### config.mk
export PLATFORM = sky130hd
export DESIGN_NAME = rom_access_mux
export DESIGN_NICKNAME = d
export VERILOG_FILES = /design/src/rtl/rom_mux_pkg.sv /design/src/rtl/rom_mux_sel_mon.sv /design/src/rtl/rom_mux_addr_path.sv /design/src/rtl/rom_mux_rsp.sv /design/src/rtl/rom_access_mux.sv
export SDC_FILE = /design/constraint.sdc
export NUM_CORES = 1
export LEC_CHECK = 0
export CAP_MARGIN = 20
export CORE_AREA = 4 4 60 62
export CTS_BUF_LIST = sky130_fd_sc_hd__clkbuf_2 sky130_fd_sc_hd__clkbuf_4 sky130_fd_sc_hd__clkbuf_8
export CTS_CLUSTER_SIZE = 40
export DETAILED_ROUTE_END_ITERATION = 8
export DIE_AREA = 0 0 64 66
export DONT_BUFFER_PORTS = 1
export GPL_ROUTABILITY_DRIVEN = 0
export RECOVER_POWER = 100
export SETUP_SLACK_MARGIN = 0.2
export SLEW_MARGIN = 20
export SYNTH_ARGS = -nofsm -noshare
export SYNTH_HDL_FRONTEND = slang
export SYNTH_SLANG_ARGS = --single-unit
### constraint.sdc
create_clock -name clk_i -period 2.6 [get_ports clk_i]
set_clock_uncertainty 0.15 [all_clocks]
set_input_delay 0.39 -clock clk_i [delete_from_list [all_inputs] [get_ports clk_i]]
set_output_delay 0.39 -clock clk_i [all_outputs]
set_load 0.01 [all_outputs]
### src/rtl/rom_mux_pkg.sv
package rom_mux_pkg;

   localparam int unsigned SelW = 4;
   typedef logic [SelW-1:0] sel_t;

   // Complementary codes: no single-bit flip moves between them.
   localparam sel_t SelBus = 4'b0110;
   localparam sel_t SelChk = 4'b1001;

   // Number of independent address multiplexers feeding the ROM.
   localparam int unsigned NumAddrPaths = 2;

   typedef enum logic [1:0] {
      OwnNone = 2'b00,
      OwnChk  = 2'b01,
      OwnBus  = 2'b10
   } owner_e;

   typedef struct packed {
      logic inval_live;
      logic inval_reg;
      logic rev_live;
      logic rev_reg;
   } sel_fault_t;

endpackage

### src/rtl/rom_mux_sel_mon.sv
module rom_mux_sel_mon
   import rom_mux_pkg::*;
#(
   parameter sel_t SEL_BUS = SelBus,
   parameter sel_t SEL_CHK = SelChk
) (
   input  logic   clk_i,
   input  logic   rst_ni,
   input  sel_t   sel_i,
   output owner_e owner_o,
   output logic   fault_now_o,
   output logic   fault_q_o
);

   localparam int unsigned CodeDist = $countones(SEL_BUS ^ SEL_CHK);

   if (SEL_BUS == SEL_CHK) begin : g_bad_codes_equal
      $error("select codes must differ");
   end
   if (CodeDist < 2) begin : g_bad_codes_close
      $error("select codes must differ in at least two bits");
   end

   sel_t       sel_q, sel_qq;
   logic       fault_q;
   sel_fault_t flt;

   always_ff @(posedge clk_i or negedge rst_ni) begin
      if (!rst_ni) begin
         sel_q  <= SEL_CHK;
         sel_qq <= SEL_CHK;
      end else begin
         sel_q  <= sel_i;
         sel_qq <= sel_q;
      end
   end

   always_comb begin
      flt.inval_live = (sel_i != SEL_BUS) && (sel_i != SEL_CHK);
      flt.inval_reg  = (sel_q != SEL_BUS) && (sel_q != SEL_CHK);
      flt.rev_live   = (sel_q == SEL_BUS) && (sel_i == SEL_CHK);
      flt.rev_reg    = (sel_qq == SEL_BUS) && (sel_q == SEL_CHK);
   end

   assign fault_now_o = |flt;

   always_ff @(posedge clk_i or negedge rst_ni) begin
      if (!rst_ni) begin
         fault_q <= 1'b0;
      end else if (fault_now_o) begin
         fault_q <= 1'b1;
      end
   end

   assign fault_q_o = fault_q;

   // Checker access needs both copies at the checker code and a clean history.
   always_comb begin
      if (sel_i == SEL_BUS) begin
         owner_o = OwnBus;
      end else if ((sel_i == SEL_CHK) && (sel_q == SEL_CHK) && !fault_q) begin
         owner_o = OwnChk;
      end else begin
         owner_o = OwnNone;
      end
   end

   a_r3_illegal_code_alerts: assert property (@(posedge clk_i) disable iff (!rst_ni)
      ((sel_i != SEL_BUS) && (sel_i != SEL_CHK)) |=> fault_q);

   a_r4_reversion_alerts: assert property (@(posedge clk_i) disable iff (!rst_ni)
      ((sel_i == SEL_CHK) && $past(sel_i == SEL_BUS)) |=> fault_q);

   a_r5_alert_sticky: assert property (@(posedge clk_i) disable iff (!rst_ni)
      fault_q |=> fault_q);

endmodule

### src/rtl/rom_mux_addr_path.sv
module rom_mux_addr_path
   import rom_mux_pkg::*;
#(
   parameter int unsigned ADDR_W = 13
) (
   input  owner_e            owner_i,
   input  logic [ADDR_W-1:0] chk_addr_i,
   input  logic [ADDR_W-1:0] bus_addr_i,
   output logic [ADDR_W-1:0] addr_o
);

   always_comb begin
      unique case (owner_i)
         OwnChk:  addr_o = chk_addr_i;
         OwnBus:  addr_o = bus_addr_i;
         default: addr_o = '0;
      endcase
   end

endmodule

### src/rtl/rom_mux_rsp.sv
module rom_mux_rsp #(
   parameter int unsigned DATA_W = 32
) (
   input  logic              clk_i,
   input  logic              rst_ni,
   input  logic              chk_fire_i,
   input  logic              bus_fire_i,
   input  logic              fault_now_i,
   input  logic              fault_q_i,
   input  logic [DATA_W-1:0] rom_rdata_i,
   output logic              chk_rvalid_o,
   output logic [DATA_W-1:0] chk_rdata_o,
   output logic              bus_rvalid_o,
   output logic [DATA_W-1:0] bus_rdata_o
);

   logic chk_pend_q, bus_pend_q;

   always_ff @(posedge clk_i or negedge rst_ni) begin
      if (!rst_ni) begin
         chk_pend_q <= 1'b0;
         bus_pend_q <= 1'b0;
      end else begin
         chk_pend_q <= chk_fire_i;
         bus_pend_q <= bus_fire_i;
      end
   end

   assign chk_rvalid_o = chk_pend_q;
   assign chk_rdata_o  = rom_rdata_i;
   assign bus_rvalid_o = bus_pend_q && !fault_q_i && !fault_now_i;
   assign bus_rdata_o  = rom_rdata_i;

   a_r6_chk_rsp_follows_fire: assert property (@(posedge clk_i) disable iff (!rst_ni)
      chk_rvalid_o |-> $past(chk_fire_i));

   a_r7_bus_rsp_follows_fire: assert property (@(posedge clk_i) disable iff (!rst_ni)
      bus_rvalid_o |-> $past(bus_fire_i));

endmodule

### src/rtl/rom_access_mux.sv
module rom_access_mux
   import rom_mux_pkg::*;
#(
   parameter int unsigned ADDR_W = 13,
   parameter int unsigned DATA_W = 32
) (
   input  logic              clk_i,
   input  logic              rst_ni,
   input  logic [3:0]        own_sel_i,
   input  logic              chk_req_i,
   input  logic [ADDR_W-1:0] chk_addr_i,
   output logic              chk_rvalid_o,
   output logic [DATA_W-1:0] chk_rdata_o,
   input  logic              bus_req_i,
   input  logic [ADDR_W-1:0] bus_addr_i,
   output logic              bus_ready_o,
   output logic              bus_rvalid_o,
   output logic [DATA_W-1:0] bus_rdata_o,
   output logic              rom_req_o,
   output logic [ADDR_W-1:0] rom_addr_o,
   output logic [ADDR_W-1:0] rom_addr_dup_o,
   input  logic [DATA_W-1:0] rom_rdata_i,
   output logic              alert_o
);

   if (ADDR_W < 1 || ADDR_W > 32) begin : g_bad_addr_w
      $error("ADDR_W out of range");
   end
   if (DATA_W < 1) begin : g_bad_data_w
      $error("DATA_W must be positive");
   end
   if (NumAddrPaths != 2) begin : g_bad_paths
      $error("exactly two address paths are wired to ports");
   end

   owner_e owner;
   logic   fault_now, fault_q;
   logic   chk_fire, bus_fire;
   logic [ADDR_W-1:0] path_addr [NumAddrPaths];

   rom_mux_sel_mon #(
      .SEL_BUS (SelBus),
      .SEL_CHK (SelChk)
   ) u_sel_mon (
      .clk_i       (clk_i),
      .rst_ni      (rst_ni),
      .sel_i       (own_sel_i),
      .owner_o     (owner),
      .fault_now_o (fault_now),
      .fault_q_o   (fault_q)
   );

   assign bus_ready_o = (owner == OwnBus);
   assign chk_fire    = chk_req_i && (owner == OwnChk);
   assign bus_fire    = bus_req_i && bus_ready_o;
   assign rom_req_o   = chk_fire || bus_fire;
   assign alert_o     = fault_q;

   for (genvar p = 0; p < NumAddrPaths; p++) begin : g_addr_path
      rom_mux_addr_path #(
         .ADDR_W (ADDR_W)
      ) u_path (
         .owner_i    (owner),
         .chk_addr_i (chk_addr_i),
         .bus_addr_i (bus_addr_i),
         .addr_o     (path_addr[p])
      );
   end

   assign rom_addr_o     = path_addr[0];
   assign rom_addr_dup_o = path_addr[1];

   rom_mux_rsp #(
      .DATA_W (DATA_W)
   ) u_rsp (
      .clk_i        (clk_i),
      .rst_ni       (rst_ni),
      .chk_fire_i   (chk_fire),
      .bus_fire_i   (bus_fire),
      .fault_now_i  (fault_now),
      .fault_q_i    (fault_q),
      .rom_rdata_i  (rom_rdata_i),
      .chk_rvalid_o (chk_rvalid_o),
      .chk_rdata_o  (chk_rdata_o),
      .bus_rvalid_o (bus_rvalid_o),
      .bus_rdata_o  (bus_rdata_o)
   );

   a_r8_no_bus_rsp_after_alert: assert property (@(posedge clk_i) disable iff (!rst_ni)
      alert_o |-> !bus_rvalid_o);

   a_r9_paths_agree: assert property (@(posedge clk_i) disable iff (!rst_ni)
      rom_addr_o == rom_addr_dup_o);

   a_r10_single_grant: assert property (@(posedge clk_i) disable iff (!rst_ni)
      $onehot0({bus_ready_o, (owner == OwnChk)}));

   a_r1_chk_blocks_bus: assert property (@(posedge clk_i) disable iff (!rst_ni)
      chk_fire |-> !bus_ready_o);

endmodule

==> reports/metrics.cfg <==
[pwr]
seq_power_share_pct = 55.3
ir_drop_mv = 0.123
clkPwrFrac_pct = 37.0
switching_power_uw = 70.5
combPwrFrac_pct = 7.8
switching_share_pct = 21.3
power.density_nw_per_um2 = 489
leakagePower_nw = 0.257
intPower_uw = 261

[layout]
fin_nets = 116
n_antenna_cell = 0
nFillCells = 336
postLayoutCoreUtil_pct = 22.4
final_common_cell = a22o_2
syn_to_final_growth_pct = -41.2
layout_common_cells = 8 x a22o_2, 7 x dfrtp_1, 5 x a22o_1, 5 x dlygate4sd3_1, 4 x clkbuf_4
drive_gt1_share_pct = 38.8

[sta]
final.setup.tns_ns = 0
hold_viol = 0
period_share_pct = 87.0
tightest_slew_ns = 0.475
finalMaxSlewViolations = 0
rsz0062_at_grt = false
setup_viol = 0
max-slew-margin-rel_pct = 68.3
fmax_mhz = 442
period_needed_ns = 2.26

[global_routing]
grt_max_degree = 17
antenna_found_initial = 0
grt-ovfl-total = 0
grt_usage_pct = 9.60
use_met1_pct = 9.13
met2_usage_pct = 15.0
grt_use_met3_pct = 10.0
grt_pass1_wl_um = 3000
grt_busiest_layer = met2
grt_pass1_vias = 483

[job]
maxCapViolations = 0

[drt]
num_vias = 484
drc = 0
drt_iter0_drc = 6
viasPerCell = 5.20
firstDrtPassIters = 2
wl_per_cell_um = 24.4
wirelength_um = 2270
ant_nets = 0

[clock_network]
clockBufferDepth = 2
cts_max_level = 1
clock_sinks = 11
path_clk_slew_ns = 0.07
cts_resized = 0
ctsRootBufferMaster = clkbuf_4
clk_latency_ns = 0.26
numCtsBuffers = 3
cts_tree = yes

[run_status]
status = complete, no violations

[floorplanning]
core_area_sq_um = 3030
start_util_pct = 38.1
die_w_um = 64
row_count = 20
ioPinCount = 161
dieArea_sq_um = 4220
die_h_um = 66

[setup_path]
cp-start-kind = flip-flop
required_ns = 2.06
end_kind = output pin
critPathTopFamily = flip-flops
critical_path.max_stage_delay_ns = 0.57
worstPathMaxFanout = 15
crit_arrival_ns = 1.72
path_cells = nand4bb_2 > nor3_1 > buf_12 > a22o_1
critPathBufInv = 1
crit_slowest_cell = dfstp_1
criticalPathCategory = flip-flop to output pin

[yosys]
synth_area_per_cell_sq_um = 9.77
synth-seq-area-share_pct = 24.3
syn_nets = 184
synth_area_leaders = buf_4 50%, dfrtp_1 15%, a22o_2 11%, dfstp_2 9.1%, nand4bb_4 2.4%
syn_inst = 118
synth_largest_area_cell = buf_4
synth_area_sq_um = 1150
yosysWarnings = 0
synth_top_area_share_pct = 50.2
synth_seq_cells = 11
synth_cell_type_count = 19

[placed_design]
portBuffers = 0

[worst_hold_path]
hold_path_class = input pin to flip-flop

## cell families (layout without fill, tap and decap cells)
group                  after synthesis  in the layout  synth area share, %
and+or+nand+nor                     10             10                 9.23
AOI/OAI and AO/OA                   17             17                 13.9
buffers and inverters               80             11                 52.6
DFF                                 11             11                 24.3
## layer usage
metal  share of wire (%)  vias to the layer above  routed length (um)
met4                   0                        0                   0
met2                  50                       79                1130
met5                   0                        -                   0
met1                  29                      226                 654
li1                    -                      179                   -
met3                  21                        0                 488
## per-stage QoR
stage,hold WS (ns),instance area [sq um],power [mW],instances,setup slack (ns)
2_1_floorplan,-0.0556,1150,0.309,118,0.677
3_3_place_gp,-0.0553,607,0.206,83,0.560
3_5_place_dp,-0.0552,607,0.206,83,0.538
4_1_cts,0.102,687,0.341,92,0.212
5_1_grt,0.0925,678,0.350,93,0.231
6_report,0.112,678,0.331,93,0.338
## synth_stat cells
library cell,instances
buf_4,77
a22o_2,13
dfrtp_1,7
dfstp_2,4
buf_6,2
nand4bb_1,2
a211o_1,1
a21o_1,1
a21o_2,1
a21oi_1,1
and2_1,1
and2_2,1
clkinv_2,1
nand2b_1,1
nand4_1,1
nand4bb_4,1
nor2_1,1
nor3_4,1
nor4bb_1,1
## registers in the layout (all words and copies together) (netlist names)
| signal | flops |
|---|---|
| u_rsp.bus_pend_q | 1 |
| u_sel_mon.sel_q | 4 |
| u_sel_mon.fault_q_o | 1 |
| u_sel_mon.sel_qq | 4 |
| u_rsp.chk_rvalid_o | 1 |
## power groups by stage
| stage | Clock [mW] | Sequential [mW] | Combinational, mW |
|---|---|---|---|
| 6_report | 0.123 | 0.183 | 0.0257 |
| 5_1_grt | 0.138 | 0.184 | 0.0280 |
| 4_1_cts | 0.128 | 0.184 | 0.0282 |
| 3_5_place_dp | 0 | 0.187 | 0.0188 |
| 3_3_place_gp | 0 | 0.187 | 0.0186 |
| 2_1_floorplan | 0 | 0.186 | 0.123 |
## cell type report
type,count,area [sq um],share of cell area (%)
Clock buffer,4,30.0,4.43
Inverter,1,5.00,0.738
Multi-Input combinational cell,27,238,35.1
Sequential cell,11,280,41.3
Tap cell,44,55.1,8.12
Timing Repair Buffer,6,70.1,10.3
## final timing paths
check                                                 to  depth (start not counted)                    startpoint  slack, ns
max                                    rom_addr_dup_o[4]                          4  u_sel_mon.sel_q[0]$_DFF_PN1_       0.34
min                         u_rsp.chk_rvalid_o$_DFF_PN0_                          1                     chk_req_i       0.11
max reg2reg                 u_rsp.chk_rvalid_o$_DFF_PN0_                          4  u_sel_mon.sel_q[0]$_DFF_PN1_       1.07
min reg2reg                u_sel_mon.sel_qq[0]$_DFF_PN1_                          0  u_sel_mon.sel_q[0]$_DFF_PN1_       0.25
max in group asynchronous  u_sel_mon.sel_qq[3]$_DFF_PN1_                          1                        rst_ni       1.58
min in group asynchronous     u_rsp.bus_pend_q$_DFF_PN0_                          1                        rst_ni       0.37
## repair_timing
item / in CTS / in global routing
hold buffers: 5 / 0
setup endpoints to repair: 0 / 27
hold endpoints to repair: 15 / 0
setup buffers: 0 / 1
Note: power is estimated with default switching activity, not from simulation.
